===== src/rtl/dram_refresh_pkg.sv =====
package dram_refresh_pkg;

    typedef enum logic [2:0] {
        SQ_IDLE,
        SQ_REQ,
        SQ_SETUP,
        SQ_CAS_LEAD,
        SQ_ROW_LOW,
        SQ_PRECH,
        SQ_RELEASE
    } seq_state_e;

    typedef struct packed {
        logic req;
        logic drive;
        logic row_low;
        logic col_low;
    } strobe_drive_t;

    localparam int unsigned T_RPC_NS = 5;
    localparam int unsigned T_CSR_NS = 10;
    localparam int unsigned T_CHR_NS = 10;
    localparam int unsigned T_RAS_NS = 60;
    localparam int unsigned T_RP_NS  = 40;
    localparam int unsigned T_RC_NS  = 110;

    function automatic int unsigned imax(input int unsigned a, input int unsigned b);
        return (a > b) ? a : b;
    endfunction

    function automatic int unsigned ns_to_cyc(input int unsigned ns, input int unsigned khz);
        longint unsigned prod;
        longint unsigned cyc;
        prod = longint'(ns) * longint'(khz);
        cyc  = (prod + 64'd999_999) / 64'd1_000_000;
        return (cyc == 0) ? 1 : int'(cyc);
    endfunction

    function automatic int unsigned refresh_gap(input int unsigned khz,
                                                input int unsigned window_us,
                                                input int unsigned rows);
        longint unsigned g;
        g = (longint'(khz) * longint'(window_us)) / (longint'(rows) * 64'd1000);
        return (g == 0) ? 1 : int'(g);
    endfunction

endpackage


===== src/rtl/dref_init.sv =====
module dref_init #(
    parameter int unsigned PAUSE_CYC = 10000,
    parameter int unsigned INIT_REFS = 8
) (
    input  logic clk,
    input  logic rst,
    input  logic cyc_done,
    output logic init_load,
    output logic ready
);
    localparam int PCW = $clog2(PAUSE_CYC + 1);
    localparam int DW  = $clog2(INIT_REFS + 1);

    logic [PCW-1:0] pcnt_q;
    logic           paused_q;
    logic [DW-1:0]  dcnt_q;
    logic           ready_q;

    assign init_load = !paused_q && (pcnt_q == PCW'(PAUSE_CYC - 1));
    assign ready     = ready_q;

    always_ff @(posedge clk) begin
        if (rst) begin
            pcnt_q   <= '0;
            paused_q <= 1'b0;
            dcnt_q   <= '0;
            ready_q  <= 1'b0;
        end else begin
            if (!paused_q) begin
                pcnt_q <= pcnt_q + 1'b1;
                if (init_load) paused_q <= 1'b1;
            end
            if (paused_q && !ready_q && cyc_done) begin
                dcnt_q <= dcnt_q + 1'b1;
                if (dcnt_q == DW'(INIT_REFS - 1)) ready_q <= 1'b1;
            end
        end
    end
endmodule


===== src/rtl/dref_pacer.sv =====
module dref_pacer
    import dram_refresh_pkg::*;
#(
    parameter int unsigned GAP_CYC   = 781,
    parameter int unsigned INIT_REFS = 8,
    parameter int unsigned MAX_PEND  = 4
) (
    input  logic clk,
    input  logic rst,
    input  logic run,
    input  logic init_load,
    input  logic cyc_done,
    output logic need,
    output logic ovf_err
);
    localparam int TW = $clog2(GAP_CYC + 1);
    localparam int PW = $clog2(imax(INIT_REFS, MAX_PEND) + 1);

    logic [TW-1:0] tmr_q;
    logic [PW-1:0] pend_q;
    logic          err_q;
    logic          tick;

    assign tick    = run && (tmr_q == TW'(GAP_CYC - 1));
    assign need    = (pend_q != '0);
    assign ovf_err = err_q;

    always_ff @(posedge clk) begin
        if (rst || !run)       tmr_q <= '0;
        else if (tick)         tmr_q <= '0;
        else                   tmr_q <= tmr_q + 1'b1;
    end

    always_ff @(posedge clk) begin
        if (rst) begin
            pend_q <= '0;
            err_q  <= 1'b0;
        end else if (init_load) begin
            pend_q <= PW'(INIT_REFS);
        end else begin
            unique case ({tick, cyc_done})
                2'b10: begin
                    if (pend_q < PW'(MAX_PEND)) pend_q <= pend_q + 1'b1;
                    else                        err_q  <= 1'b1;
                end
                2'b01: if (pend_q != '0) pend_q <= pend_q - 1'b1;
                default: ;
            endcase
        end
    end
endmodule


===== src/rtl/dref_seq.sv =====
module dref_seq
    import dram_refresh_pkg::*;
#(
    parameter int unsigned NRAS      = 2,
    parameter int unsigned NCAS      = 4,
    parameter int unsigned SETUP_CYC = 1,
    parameter int unsigned LEAD_CYC  = 1,
    parameter int unsigned ROW_CYC   = 3,
    parameter int unsigned PRECH_CYC = 3
) (
    input  logic            clk,
    input  logic            rst,
    input  logic            need,
    input  logic            ack,
    output logic            req,
    output logic            own,
    output logic [NRAS-1:0] ras_n,
    output logic [NCAS-1:0] cas_n,
    output logic            we_n,
    output logic            cyc_done
);
    localparam int unsigned LONGEST = imax(imax(SETUP_CYC, LEAD_CYC), imax(ROW_CYC, PRECH_CYC));
    localparam int CW = $clog2(LONGEST + 1);

    seq_state_e    state_q, state_d;
    logic [CW-1:0] cnt_q, cnt_d;
    strobe_drive_t drv;
    logic          last;

    assign last = (cnt_q == '0);

    always_comb begin
        state_d  = state_q;
        cnt_d    = (cnt_q == '0) ? cnt_q : cnt_q - 1'b1;
        cyc_done = 1'b0;
        unique case (state_q)
            SQ_IDLE:     if (need && !ack) state_d = SQ_REQ;
            SQ_REQ:      if (ack) begin state_d = SQ_SETUP; cnt_d = CW'(SETUP_CYC - 1); end
            SQ_SETUP:    if (last) begin state_d = SQ_CAS_LEAD; cnt_d = CW'(LEAD_CYC - 1); end
            SQ_CAS_LEAD: if (last) begin state_d = SQ_ROW_LOW; cnt_d = CW'(ROW_CYC - 1); end
            SQ_ROW_LOW:  if (last) begin state_d = SQ_PRECH; cnt_d = CW'(PRECH_CYC - 1); end
            SQ_PRECH:    if (last) begin state_d = SQ_RELEASE; cyc_done = 1'b1; end
            SQ_RELEASE:  if (!ack) state_d = SQ_IDLE;
            default:     state_d = SQ_IDLE;
        endcase
    end

    always_ff @(posedge clk) begin
        if (rst) begin
            state_q <= SQ_IDLE;
            cnt_q   <= '0;
        end else begin
            state_q <= state_d;
            cnt_q   <= cnt_d;
        end
    end

    always_comb begin
        drv.req     = state_q inside {SQ_REQ, SQ_SETUP, SQ_CAS_LEAD, SQ_ROW_LOW, SQ_PRECH};
        drv.drive   = ack && (state_q inside {SQ_SETUP, SQ_CAS_LEAD, SQ_ROW_LOW, SQ_PRECH});
        drv.row_low = drv.drive && (state_q == SQ_ROW_LOW);
        drv.col_low = drv.drive && (state_q inside {SQ_CAS_LEAD, SQ_ROW_LOW});
    end

    assign req  = drv.req;
    assign own  = drv.drive;
    assign we_n = 1'b1;

    for (genvar r = 0; r < NRAS; r++) begin : g_row
        assign ras_n[r] = !drv.row_low;
    end
    for (genvar c = 0; c < NCAS; c++) begin : g_col
        assign cas_n[c] = !drv.col_low;
    end
endmodule


===== src/rtl/dram_refresh_sched.sv =====
module dram_refresh_sched
    import dram_refresh_pkg::*;
#(
    parameter int unsigned CLK_KHZ   = 50000,
    parameter int unsigned PAUSE_US  = 200,
    parameter int unsigned WINDOW_US = 32000,
    parameter int unsigned REF_ROWS  = 2048,
    parameter int unsigned INIT_REFS = 8,
    parameter int unsigned MAX_PEND  = 4,
    parameter int unsigned NRAS      = 2,
    parameter int unsigned NCAS      = 4
) (
    input  logic            clk,
    input  logic            rst,
    input  logic            ref_ack,
    output logic            ref_req,
    output logic            own_strobes,
    output logic [NRAS-1:0] ras_n,
    output logic [NCAS-1:0] cas_n,
    output logic            we_n,
    output logic            host_hold,
    output logic            ovf_err
);
    localparam int unsigned PAUSE_CYC = ns_to_cyc(PAUSE_US * 1000, CLK_KHZ);
    localparam int unsigned GAP_CYC   = refresh_gap(CLK_KHZ, WINDOW_US, REF_ROWS);
    localparam int unsigned SETUP_CYC = ns_to_cyc(T_RPC_NS, CLK_KHZ);
    localparam int unsigned LEAD_CYC  = ns_to_cyc(T_CSR_NS, CLK_KHZ);
    localparam int unsigned ROW_CYC   = imax(ns_to_cyc(T_RAS_NS, CLK_KHZ), ns_to_cyc(T_CHR_NS, CLK_KHZ));
    localparam int unsigned RC_CYC    = ns_to_cyc(T_RC_NS, CLK_KHZ);
    localparam int unsigned PRECH_CYC = imax(ns_to_cyc(T_RP_NS, CLK_KHZ),
                                             (RC_CYC > ROW_CYC) ? RC_CYC - ROW_CYC : 1);

    logic init_load, ready, need, cyc_done;

    dref_init #(
        .PAUSE_CYC (PAUSE_CYC),
        .INIT_REFS (INIT_REFS)
    ) u_init (
        .clk       (clk),
        .rst       (rst),
        .cyc_done  (cyc_done),
        .init_load (init_load),
        .ready     (ready)
    );

    dref_pacer #(
        .GAP_CYC   (GAP_CYC),
        .INIT_REFS (INIT_REFS),
        .MAX_PEND  (MAX_PEND)
    ) u_pacer (
        .clk       (clk),
        .rst       (rst),
        .run       (ready),
        .init_load (init_load),
        .cyc_done  (cyc_done),
        .need      (need),
        .ovf_err   (ovf_err)
    );

    dref_seq #(
        .NRAS      (NRAS),
        .NCAS      (NCAS),
        .SETUP_CYC (SETUP_CYC),
        .LEAD_CYC  (LEAD_CYC),
        .ROW_CYC   (ROW_CYC),
        .PRECH_CYC (PRECH_CYC)
    ) u_seq (
        .clk      (clk),
        .rst      (rst),
        .need     (need),
        .ack      (ref_ack),
        .req      (ref_req),
        .own      (own_strobes),
        .ras_n    (ras_n),
        .cas_n    (cas_n),
        .we_n     (we_n),
        .cyc_done (cyc_done)
    );

    assign host_hold = !ready;
endmodule


===== config.mk =====
export PLATFORM = sky130hd
export DESIGN_NAME = dram_refresh_sched
export DESIGN_NICKNAME = d
export VERILOG_FILES = /design/src/rtl/dram_refresh_pkg.sv /design/src/rtl/dref_init.sv /design/src/rtl/dref_pacer.sv /design/src/rtl/dref_seq.sv /design/src/rtl/dram_refresh_sched.sv
export SDC_FILE = /design/constraint.sdc
export NUM_CORES = 1
export LEC_CHECK = 0
export ABC_AREA = 1
export BUFFER_PORTS_ARGS = -buffer_cell sky130_fd_sc_hd__buf_2
export CELL_PAD_IN_SITES_DETAIL_PLACEMENT = 0
export CELL_PAD_IN_SITES_GLOBAL_PLACEMENT = 1
export CORE_MARGIN = 4
export CORE_UTILIZATION = 40
export DETAILED_ROUTE_END_ITERATION = 7
export GPL_ROUTABILITY_DRIVEN = 1
export PLACE_DENSITY_LB_ADDON = 0.1
export REMOVE_ABC_BUFFERS = 1
export SYNTH_ARGS = -nofsm -noshare
export SYNTH_HDL_FRONTEND = slang
export SYNTH_SLANG_ARGS = --single-unit

===== constraint.sdc =====
create_clock -name clk -period 2.4 [get_ports clk]
set_clock_uncertainty 0.2 [all_clocks]
set_input_delay 0.12 -clock clk [delete_from_list [all_inputs] [get_ports clk]]
set_output_delay 0.12 -clock clk [all_outputs]
set_load 0.01 [all_outputs]

Word-level counts from Yosys, hierarchy flattened
Cells that the tools add are included.

Add/subtract/negate cells: 6. $lt $le $gt $ge: 1. Equal/unequal tests: 22. Muxes and demuxes: 21. Bitwise gates (word level): 2. Reductions and logical operators: 30.

Operators with widths (count): two-way mux 3 bit (7); case mux 3 bit (7 select lines) (1); adder 14 x 1 -> 14 bit, second input constant (1); == test 14 bit, second input constant (1); inequality test 2 x 1 -> 1 bit, second input constant (7); two-way mux 4 bit (3); adder 10 x 1 -> 10 bit, second input constant (1); == test 10 bit, second input constant (1); == test 3 bit, second input constant (3); AND reduction 3 bit (3); adder 4 x 1 -> 4 bit, second input constant (2); logical AND 1 bit (8); two-way mux 2 bit (4); case mux 4 bit (2 select lines) (1); nonzero test 4 bit (2); AND reduction 7 bit (1); == test 3 x 2 -> 1 bit, second input constant (2); inequality test 3 x 2 -> 1 bit, second input constant (2); case mux 2 bit (3 select lines) (1); OR reduction 2 bit (3); zero test 1 bit (5); nonzero test 5 bit (1); == test 4 x 3 -> 1 bit, second input constant (1); less-than comparator 4 x 3 -> 1 bit, second input constant (1); 14 further kinds (20).

Flip-flop bits (word level): 40. Input port bits: 3. Output and inout port bits: 11. Word-level logic and storage cells: 92.

Depth between registers and ports, before layout
Gate-level depths: netlist (run 1).

Depth after elaboration: 6. Depth in mapped cells: 15. Gate-level depth less buffers: 15.

By module
Synthesis (run 1) repeated with hierarchy kept, for this count alone.

Cells, all modules: 348. Area, all modules: 2486.1 sq um.

Modules (own cells, without submodules): dref_init (instances 1, cells an instance 153, area each 1039.7 sq um, sequential area each 400.4 sq um); dref_pacer (instances 1, cells an instance 113, area each 914.6 sq um, sequential area each 300.3 sq um); dref_seq (instances 1, cells an instance 81, area each 528.0 sq um, sequential area each 100.1 sq um); dram_refresh_sched (instances 1, cells an instance 1, area each 3.8 sq um, sequential area each 0.0 sq um).

Worst setup path after synthesis (run 1)
No wires, ideal clock.

Kind: reg2reg. Start point: register u_pacer.tmr_q[0]. End point: register u_pacer.pend_q[3]. Library setup time: 0.132 ns. Data arrival time: 2.031 ns. Data required time: 2.068 ns. Path slack: 0.037 ns. Stages on the path, launching flop included: 16. Buffers on the path: 0. Clock period less this slack: 2.363 ns. Cell sequence: dfxtp_1 inv_1 ha_1 nand2_1 nor3_1 inv_1 nor2_1 nand3_1 ha_1 ha_1 a21oi_1 nand2_1 nor2_1 nor2_1 nand2_1 a21oi_1.

Cells in the longest elaborated chain, start to end: 5. Elaborated cells between the ends (all ways): 10. Classes of those cells: 5 x eq/ne; 2 x mux; 3 x reduce/logical.

Ends and longest elaborated chain: start: declaration (RTL line dref_pacer.sv:19) `logic [TW-1:0] tmr_q;`; start signal: assignment (RTL line dref_pacer.sv:31) `else tmr_q <= tmr_q + 1'b1;`; == test 10 bit (*) (RTL line dref_pacer.sv:24) `assign tick = run && (tmr_q == TW'(GAP_CYC - 1));`; logical AND 1 bit (*) (RTL line dref_pacer.sv:24); == test 2 x 1 -> 1 bit / == test 2 bit (equally long branches) (RTL line dref_pacer.sv:41) `unique case ({tick, cyc_done})`; inequality test 3 x 2 -> 1 bit (no source line) (tied with other cells); AND reduction 3 bit (no source line) / two-way mux 4 bit (equally long branches); end signal: assignment (RTL line dref_pacer.sv:39) `pend_q <= PW'(INIT_REFS);`; end signal: assignment (RTL line dref_pacer.sv:43) `if (pend_q < PW'(MAX_PEND)) pend_q <= pend_q + 1'b1;`; end signal: assignment (RTL line dref_pacer.sv:46) `2'b01: if (pend_q != '0) pend_q <= pend_q - 1'b1;`; end: declaration (RTL line dref_pacer.sv:20) `logic [PW-1:0] pend_q;`.

Mark *: on every way between the ends. The rest lies on a longest branch, timed or not. A chain may end at the register's enable or synchronous reset.

Final worst setup path (run 1)
Start point: register u_pacer.tmr_q[1]. End point: register u_pacer.pend_q[2].

Cells in the longest elaborated chain, start to end: 5. Elaborated cells between the ends (all ways): 9. Classes of those cells: 5 x eq/ne; 1 x mux; 3 x reduce/logical.

Ends and longest elaborated chain (RTL line): == test 10 bit (*) (dref_pacer.sv:24); logical AND 1 bit (*) (dref_pacer.sv:24); == test 2 x 1 -> 1 bit / == test 2 bit (equally long branches) (dref_pacer.sv:41); inequality test 2 x 1 -> 1 bit (no source line) / nonzero test 2 bit (equally long branches); AND reduction 3 bit (no source line).

Marks and branches as above.

==> results.json, run 1 <==
{
  "pwr-share-seq_pct": 46.8,
  "area_growth_pct": 11.2,
  "hold_path.class": "in2reg",
  "r2r_start": "u_pacer.tmr_q[1]",
  "grt_first_pass_wirelength_mm": 7.87,
  "initial_core_util_pct": 41.6,
  "drt-total-wl_mm": 4.45,
  "dp_hpwl_mm": 3.34,
  "viasPerCell": 4.74,
  "wl_per_cell_um": 10.8,
  "antenna_found_initial": 0,
  "end_kind": "flop",
  "h-tree-depth": 2,
  "cts_buffer_depth": 2,
  "ir_worst_vdd_uv": 301,
  "final_layout_size_suffix_gt1_share_pct": 16.2,
  "antenna_cells": 0,
  "rows": 27,
  "num_vias": 1948,
  "drv_slew": 0,
  "tritoncts": "yes",
  "post_synth.cell_area_avg_sq_um": 7.25,
  "grt_usage_pct": 13.3,
  "synthCells": 320,
  "p_clk_share_pct": 30.7,
  "clkTransAtPathRegs_ns": 0.08,
  "finalSetupViolCount": 0,
  "cts_buffers": 5,
  "p_sw_uw": 480,
  "drv_cap": 0,
  "start_kind": "flop",
  "grt_start_max_net_pins": 17,
  "drc": 0,
  "synth_edf_count": 0,
  "rsz0062_at_grt": "true",
  "yosysSeqAreaShare_pct": 34.5,
  "fin_area_sq_um": 2580,
  "min_period_over_period_pct": 93.1,
  "synthArstFlopShare_pct": 0,
  "place_area_sq_um": 2460,
  "synth_seq_cells": 40,
  "clock_sinks": 40,
  "io_buffers": 12,
  "crit_arrival_ns": 2.25,
  "fmax_ghz": 0.448,
  "power.density_nw_per_um2": 592,
  "internal-power_uw": 1050,
  "fin_nets": 355,
  "die_h_um": 84.2,
  "max_stage_delay_ns": 0.44,
  "crit_start": "u_pacer.tmr_q[1]",
  "core-area_sq_um": 5570,
  "worstSetupPathType": "reg2reg",
  "sw_frac_of_total_pct": 31.5,
  "drtIter0Drc": 79,
  "ys_warn_count": 0,
  "die_x_um": 84.2,
  "slowest_stage": "fa_1",
  "p_comb_share_pct": 22.5,
  "grt_pass1_vias": 1820,
  "synth.distinct_cells": 34,
  "detail-route-antenna-nets": 0,
  "firstDrtPassIters": 4,
  "ys.flop_type": "dfxtp_1",
  "dieArea_sq_um": 7080,
  "grt_overflow": 0,
  "gp_congestion": 0.775,
  "pin_count": 14,
  "path_cells": "inv_1 -> ha_1 -> nand2_1 -> nor3_1 -> inv_1 -> nor2_1 -> nand3_1 -> ha_2 -> fa_1 -> xor2_1 -> nand2_1 -> a21oi_1",
  "total_power_uw": 1530,
  "cp_max_fo": 4,
  "p_leak_uw": 0.00107,
  "hold_start": "rst",
  "worstPathRequired_ns": 2.42,
  "setup_tns_ns": 0,
  "cts-root-buf": "clkbuf_8",
  "path_delay_family": "adder cells",
  "hold_viol": 0,
  "worst-path-buf-inv": 2,
  "period_minus_slack_ns": 2.23,
  "syn_area_sq_um": 2320,
  "outcome": "completed",
  "clock_latency_ns": 0.29
}
## final timing paths
path                             to  slack (ns)  depth (start not counted)
setup / recovery  u_pacer.pend_q[2]        0.17                         12
hold / removal    u_init.pcnt_q[12]        0.03                          3
setup reg to reg  u_pacer.pend_q[2]        0.17                         12
hold reg to reg     u_pacer.ovf_err        0.26                          2
## layer usage
layer | up-vias | global-route usage, % | part of all wire, %
li1 | 1062 | - | -
met1 | 869 | 16.9 | 49
met2 | 15 | 22.3 | 47
met3 | 2 | 3.34 | 2.8
met4 | 0 | 3.51 | 0.74
met5 | - | 0 | 0
## repair_timing
item	CTS	global route
setup buffers	0	0
endpoints found under the setup margin	0	4
resized for setup	0	3
hold endpoints to repair	1	0
hold buffers	1	0
## tightest hold or removal path, stage by stage
cell	delay (ns)
buf_2	0.09
buf_4	0.21
nor2_1	0.07
## power groups by stage
stage / Clock (uW) / Sequential [uW] / Combinational, uW
2_1_floorplan: 0 / 735 / 250
3_3_place_gp: 0 / 730 / 350
3_5_place_dp: 0 / 730 / 345
4_1_cts: 490 / 715 / 349
5_1_grt: 517 / 719 / 400
6_report: 468 / 715 / 343
## sequential cells by signal, indices dropped and copies added (netlist names)
| signal | cells |
|---|---|
| u_init.pcnt_q | 14 |
| u_pacer.tmr_q | 10 |
| u_init.dcnt_q | 4 |
| u_pacer.pend_q | 4 |
| u_seq.state_q | 3 |
| u_seq.cnt_q | 2 |
| u_init.paused_q | 1 |
| u_init.ready | 1 |
| u_pacer.ovf_err | 1 |
## cell families (layout without fill, tap and decap cells)
family / Yosys count / after routing / share of synthesized area (%)
fa+ha+maj: 14 / 14 / 7.88
buf+inv: 57 / 76 / 10.7
simple gates: 162 / 162 / 35.3
compound gates: 38 / 38 / 8.36
flops: 40 / 40 / 34.5
xor+xnor: 8 / 8 / 3.02
other cells: 1 / 1 / 0.162
## stage by stage
stage                     cells  hold WS (ns)  utilization [%]  setup WS (ns)
after floorplan             310       -0.0109                -         0.0537
after global placement      402         0.173             44.1          0.105
after detailed placement    402         0.164             44.1         0.0821
after CTS                   411        0.0236             45.9         0.0719
after global routing        411        0.0318             46.3        -0.0687
final                       411        0.0258             46.3          0.167
## area by class of cell
| cell class | count | area (sq um) |
|---|---|---|
| Multi-Input combinational cell | 223 | 1290 |
| Fill cell | 609 | 3000 |
| Clock buffer | 7 | 86.3 |
| Tap cell | 72 | 90.1 |
| Clock inverter | 1 | 7.51 |
| Inverter | 47 | 176 |
| Timing Repair Buffer | 21 | 130 |
| Sequential cell | 40 | 801 |
## synthesized netlist by cell type (2+ instances only)
| cell type | instances | share of area, % |
|---|---|---|
| nor2_1 | 38 | 6.1 |
| inv_1 | 44 | 7.1 |
| dfxtp_1 | 40 | 35 |
| inv_2 | 3 | 0.49 |
| nand2_2 | 3 | 0.81 |
| ha_1 | 13 | 7.0 |
| or2_2 | 2 | 0.54 |
| clkbuf_1 | 2 | 0.32 |
| nand2_1 | 59 | 9.5 |
| nand3_1 | 23 | 5.0 |
| buf_4 | 5 | 1.6 |
| xor2_1 | 7 | 2.6 |
| o21ai_0 | 12 | 2.6 |
| buf_6 | 2 | 0.97 |
| nor2_2 | 3 | 0.81 |
| nand3_2 | 6 | 2.6 |
| a21oi_1 | 23 | 5.0 |
| nor3_4 | 2 | 1.4 |
| nor3_1 | 9 | 1.9 |
| nand4_1 | 10 | 2.7 |
## layout by cell type (no fill, tap or decap), drive strengths merged, types with 2 or more instances in the layout
master and instances:
clkbuf 7, nand3 30, or2 2, dfxtp 40, nor3 12, nor2 43
ha 13, nand2 63, a21oi 23, o21ai 13, buf 20, nand4 11
inv 47, xor2 7
(Power assumes the default switching activity.)
==> run 2: changes to the inputs <==
--- a/config.mk
+++ b/config.mk
@@ -5,13 +5,13 @@
 export SDC_FILE = /design/constraint.sdc
 export NUM_CORES = 1
 export LEC_CHECK = 0
-export ABC_AREA = 1
-export BUFFER_PORTS_ARGS = -buffer_cell sky130_fd_sc_hd__buf_2
 export CELL_PAD_IN_SITES_DETAIL_PLACEMENT = 0
 export CELL_PAD_IN_SITES_GLOBAL_PLACEMENT = 1
+export CORE_ASPECT_RATIO = 0.6
 export CORE_MARGIN = 4
-export CORE_UTILIZATION = 40
+export CORE_UTILIZATION = 43
 export DETAILED_ROUTE_END_ITERATION = 7
+export DONT_BUFFER_PORTS = 1
 export GPL_ROUTABILITY_DRIVEN = 1
 export PLACE_DENSITY_LB_ADDON = 0.1
 export REMOVE_ABC_BUFFERS = 1
==> results.json, run 2 <==
{
  "cts_buffer_depth": 2,
  "die_x_um": 99.8,
  "synth-simple-area-share_pct": 24.5,
  "drtIter0Drc": 87,
  "synthArstFlopShare_pct": 0,
  "drt-total-wl_mm": 4.46,
  "synth_seq_cells": 40,
  "ir_worst_vdd_uv": 270,
  "dieArea_sq_um": 6290,
  "synth_top_family_by_area": "simple AND/OR/NAND/NOR gates",
  "min_period_over_period_pct": 120,
  "worst_pin_slew_ns": 1.08,
  "pin_count": 14,
  "ys.flop_type": "dfxtp_1",
  "rows": 19,
  "drc": 0,
  "postLayoutSetupSlackWorst_ns": -0.473,
  "cts-root-buf": "clkbuf_8",
  "synth.distinct_cells": 50,
  "drv_slew": 0,
  "grt_overflow": 0,
  "synthMuxAreaShare_pct": 2.36,
  "synth_most_common_cell": "dfxtp_1",
  "antenna_cells": 0,
  "crit_arrival_ns": 2.85,
  "synthTopCellsByArea": "dfxtp_1, ha_1, nor2_1",
  "hold_path.class": "in2reg",
  "clock_sinks": 40,
  "io_buffers": 0,
  "viasPerCell": 5.03,
  "synth_xor_xnor_area_share_pct": 8.87,
  "end_kind": "flop",
  "gp_congestion": 0.758,
  "synth_common_cells": "dfxtp_1, nor2_1, inv_1",
  "relSlewSlack_pct": 27.7,
  "fmax_ghz": 0.348,
  "dp_worst_setup_slack_ns": -0.651,
  "grt_pass1_vias": 1582,
  "cts_buffers": 5,
  "worstPathRequired_ns": 2.37,
  "h-tree-depth": 2,
  "total_power_uw": 1120,
  "final_cell_mix": "dfxtp_1, nor2_1, buf_4, inv_1, xnor2_1",
  "fillers": 427,
  "regMostFlops": "u_init.pcnt_q",
  "yosysSeqAreaShare_pct": 36.9,
  "p_leak_uw": 0.000948,
  "dp_hpwl_mm": 3.15,
  "fin_nets": 297,
  "syn_area_sq_um": 2170,
  "largest_register_ff_count": 14,
  "worstSetupPathType": "reg2reg",
  "place_area_sq_um": 2380,
  "initial_core_util_pct": 45.9,
  "fin_hold_ws_ns": 0.0199,
  "r2r_start": "u_pacer.tmr_q[6]",
  "tritoncts": "yes",
  "multi_input_area_sq_um": 1300,
  "ys_warn_count": 0,
  "final_layout_size_suffix_gt1_share_pct": 19.6,
  "final_core_utilization_pct": 55.1,
  "fin_area_sq_um": 2610,
  "period_minus_slack_ns": 2.87,
  "reg2reg_depth": 8,
  "power.density_nw_per_um2": 432,
  "post_synth.cell_area_avg_sq_um": 8.59,
  "grt_first_pass_wirelength_mm": 7.62,
  "finalSetupViolCount": 5,
  "firstDrtPassIters": 4,
  "die_h_um": 63.1,
  "area_growth_pct": 19.9,
  "synth_compound_area_share_pct": 11.6,
  "cp_max_fo": 2,
  "hold_viol": 0,
  "crit_end": "u_pacer.pend_q[3]",
  "r2r_end": "u_pacer.pend_q[3]",
  "clkTransAtPathRegs_ns": 0.08,
  "clock_latency_ns": 0.29,
  "start_kind": "flop",
  "rrSetupSlack_ns": -0.47,
  "grt_usage_pct": 15.0,
  "yosys.area.top_type": "dfxtp_1",
  "top_regs": "u_init.pcnt_q: 14 flops, u_pacer.tmr_q: 10 flops",
  "rsz0062_at_grt": "true",
  "antenna_found_initial": 0,
  "synth_top_cell_area_share_pct": 36.9,
  "outcome": "finished, violations left",
  "core-area_sq_um": 4730,
  "violations": "setup timing",
  "drv_cap": 0,
  "synth_edf_count": 0,
  "layout_commonest_cell": "dfxtp_1",
  "num_vias": 1725,
  "synthCells": 253,
  "synth_fa_ha_area_share_pct": 8.41,
  "seqCellArea_sq_um": 803,
  "detail-route-antenna-nets": 0,
  "wl_per_cell_um": 13.0,
  "crit_start": "u_pacer.tmr_q[6]",
  "grt_start_max_net_pins": 30
}
[run 2: cells by family (layout without fill, tap and decap cells)]
| group | after synthesis | count (layout) |
|---|---|---|
| and+or+nand+nor | 98 | 98 |
| DFF | 40 | 40 |
| AOI/OAI and AO/OA | 39 | 39 |
| buffers and inverters | 34 | 61 |
| xor gates and xnor gates | 22 | 22 |
| adders and majority gates | 14 | 14 |
| muxes | 5 | 5 |
| other | 1 | 1 |
[run 2: worst min-delay path by stage]
stage | depth (start not counted) | start | to | slack, ns
finish | 3 | ref_ack | u_seq.state_q[0] | 0.02
global route | 3 | ref_ack | u_seq.state_q[0] | 0.06
CTS | 3 | ref_ack | u_seq.state_q[0] | 0.02
detailed placement | 1 | rst | u_init.pcnt_q[9] | -0.004
global placement | 1 | rst | u_init.pcnt_q[11] | -0.006
floorplan | 1 | rst | u_init.paused_q | -0.01
[run 2: report_power, final]
group | internal [uW] | leakage, uW | switching, uW
sequential | 668 | 0.000324 | 4.65
clock | 197 | 0.0000400 | 227
combinational | 10.2 | 0.000584 | 18.6
total | 875 | 0.000948 | 250
[run 2: repair_timing]
item                       4_1_cts  5_1_grt
setup endpoints to repair        5        5
hold buffers                     2        0
hold endpoints to repair        30        0
pin swaps                       14        4
gates resized for setup         16        3
buffers inserted                 3        0
[run 2: cell type report]
cell class / instances / share of cell area [%]
Inverter: 21 / 3.03
Clock inverter: 2 / 0.480
Timing Repair Buffer: 33 / 9.99
Sequential cell: 40 / 30.8
Multi-Input combinational cell: 179 / 50.0
Tap cell: 63 / 3.03
Clock buffer: 5 / 2.64
[run 2: critical path, stage by stage, from the launching register on]
cell and delay [ns]:
dfxtp_2 0.32, or4b_4 0.52, or4_4 0.45, ha_4 0.20, ha_4 0.21, a21o_1 0.18
a21oi_4 0.15, mux2_4 0.31, o31a_1 0.23
[run 2: per-stage QoR]
stage | TNS, ns | cells
after detailed placement | -1.68 | 331
final | -1.59 | 343
after floorplan | -1.20 | 240
after global placement | -1.53 | 331
after global routing | -2.05 | 343
after CTS | -2.23 | 343
[run 2: routing by layer]
layer | track usage [%] | part of all wire, % | vias up | routed length [um]
met5 | 0 | 0 | - | 0
li1 | - | - | 922 | -
met4 | 5.11 | 1.5 | 0 | 68
met2 | 18.0 | 36 | 25 | 1600
met1 | 24.6 | 60 | 769 | 2650
met3 | 3.97 | 3.0 | 9 | 135
==> run 3: changes to the inputs <==
--- a/config.mk
+++ b/config.mk
@@ -5,15 +5,16 @@
 export SDC_FILE = /design/constraint.sdc
 export NUM_CORES = 1
 export LEC_CHECK = 0
+export ABC_AREA = 1
 export CELL_PAD_IN_SITES_DETAIL_PLACEMENT = 0
 export CELL_PAD_IN_SITES_GLOBAL_PLACEMENT = 1
 export CORE_ASPECT_RATIO = 0.6
 export CORE_MARGIN = 4
-export CORE_UTILIZATION = 43
+export CORE_UTILIZATION = 42
 export DETAILED_ROUTE_END_ITERATION = 7
 export DONT_BUFFER_PORTS = 1
 export GPL_ROUTABILITY_DRIVEN = 1
-export PLACE_DENSITY_LB_ADDON = 0.1
+export PLACE_DENSITY = 0.72
 export REMOVE_ABC_BUFFERS = 1
 export SYNTH_ARGS = -nofsm -noshare
 export SYNTH_HDL_FRONTEND = slang
==> constraint.sdc (replaced) <==
create_clock -name clk -period 2.4 [get_ports clk]
set_clock_uncertainty 0.2 [all_clocks]
set_input_delay 0.12 -clock clk [delete_from_list [all_inputs] [get_ports clk]]
set_output_delay 0.12 -clock clk [all_outputs]
set_load 0.005 [all_outputs]
==> results.json, run 3 (same netlist as run 1, synthesis figures left out) <==
{
  "outcome": "completed",
  "clock_sinks": 40,
  "finalSetupViolCount": 0,
  "h-tree-depth": 2,
  "cts_buffer_depth": 2,
  "hold_path.class": "in2reg",
  "fin_cells": 396,
  "grt_overflow": 0,
  "clock_latency_ns": 0.29,
  "grt_first_pass_wirelength_mm": 8.48,
  "rsz0062_at_grt": "true",
  "pin_count": 14,
  "period_minus_slack_ns": 2.23,
  "r2r_end": "u_pacer.pend_q[3]",
  "viasPerCell": 4.80,
  "regMostFlops": "u_init.pcnt_q",
  "cp_max_fo": 4,
  "dp_hpwl_mm": 3.52,
  "initial_core_util_pct": 44.6,
  "grt_start_max_net_pins": 17,
  "grt_pass1_vias": 1741,
  "place_inst": 383,
  "r2r_start": "u_pacer.tmr_q[1]",
  "worst_pin_slew_ns": 0.516,
  "start_kind": "flop",
  "hold_viol": 0,
  "fin_area_sq_um": 2560,
  "grt_usage_pct": 15.3,
  "top_regs": "u_init.pcnt_q: 14 flops, u_pacer.tmr_q: 10 flops",
  "firstDrtPassIters": 5,
  "power.density_nw_per_um2": 594,
  "area_growth_pct": 10.2,
  "wl_per_cell_um": 11.8,
  "worstSetupPathType": "reg2reg",
  "reg2reg_depth": 15,
  "end_kind": "flop",
  "relSlewSlack_pct": 65.5,
  "clkTransAtPathRegs_ns": 0.08,
  "tritoncts": "yes",
  "detail-route-antenna-nets": 0,
  "worstPathRequired_ns": 2.36,
  "core-area_sq_um": 5200,
  "layout_commonest_cell": "nand2_1",
  "drv_cap": 0,
  "crit_start": "u_pacer.tmr_q[1]",
  "p_leak_uw": 0.00105,
  "io_buffers": 0,
  "die_x_um": 104,
  "drtIter0Drc": 108,
  "ir_worst_vdd_uv": 306,
  "fin_nets": 346,
  "antenna_cells": 0,
  "antenna_found_initial": 0,
  "final_cell_mix": "nand2_1, inv_1, dfxtp_1, nor2_1, a21oi_1",
  "dieArea_sq_um": 6820,
  "num_vias": 1901,
  "crit_end": "u_pacer.pend_q[3]",
  "drv_slew": 0,
  "gp_congestion": 0.762,
  "die_h_um": 65.6,
  "rrSetupSlack_ns": 0.17,
  "cts_buffers": 5,
  "largest_register_ff_count": 14,
  "drt-total-wl_mm": 4.68,
  "rows": 20,
  "cts-root-buf": "clkbuf_8",
  "min_period_over_period_pct": 92.8,
  "fillers": 543,
  "place_area_sq_um": 2380,
  "crit_arrival_ns": 2.18,
  "setup_tns_ns": 0,
  "final_layout_size_suffix_gt1_share_pct": 13.9,
  "final_core_utilization_pct": 49.1,
  "fmax_ghz": 0.449,
  "drc": 0
}
## run 3: final cells by class
class	instances	area (sq um)	share of cell area (%)
Clock buffer	6	82.6	3.23
Clock inverter	2	10.0	0.391
Inverter	47	176	6.90
Multi-Input combinational cell	223	1310	51.0
Sequential cell	40	801	31.3
Tap cell	66	82.6	3.23
Timing Repair Buffer	12	100	3.91
## run 3: worst min path at each step
stage	from	slack (ns)	depth (start not counted)	endpoint
6_report	ref_ack	0.01	4	u_seq.state_q[2]
5_1_grt	ref_ack	0.04	4	u_seq.state_q[2]
4_1_cts	ref_ack	0.004	4	u_seq.state_q[2]
3_5_place_dp	rst	-0.002	1	u_pacer.pend_q[3]
3_3_place_gp	rst	-0.006	1	u_pacer.pend_q[3]
2_1_floorplan	rst	-0.01	1	u_init.dcnt_q[3]
## run 3: worst max-delay path: stages (launching register included)
cell and delay (ns):
dfxtp_1 0.33, inv_1 0.08, ha_1 0.14, nand2_1 0.05, nor3_1 0.12, inv_1 0.05, nor2_1 0.11, nand3_2 0.11
ha_4 0.20, ha_4 0.25, a21oi_1 0.13, nand2_1 0.08, nor2_1 0.09, nor2_1 0.05, nand2_1 0.05, a21oi_1 0.05
## run 3: where the power goes
| group | switching [uW] | internal, uW |
|---|---|---|
| clock | 236 | 230 |
| combinational | 226 | 114 |
| sequential | 28.5 | 686 |
| total | 491 | 1030 |
## run 3: routing by layer
metal	share of wire (%)	track usage, %	routed length [um]
met1	60	24.8	2820
met2	36	19.6	1670
met3	3.8	3.24	180
met4	0.30	3.48	14
met5	0	0	0
## run 3: stage by stage
step                      setup WS [ns]  hold slack [ns]  total power, uW
final                             0.174           0.0150             1520
after floorplan                  0.0537          -0.0109              977
after global routing            -0.0303           0.0381             1620
after global placement            0.108         -0.00571             1060
after CTS                       0.00137          0.00385             1540
after detailed placement         0.0399         -0.00206             1060
## run 3: timing repair
item,in CTS,in global routing
hold buffers,4,0
endpoints found under the setup margin,0,5
setup buffers,0,1
hold endpoints to repair,24,0
resized for setup,0,6
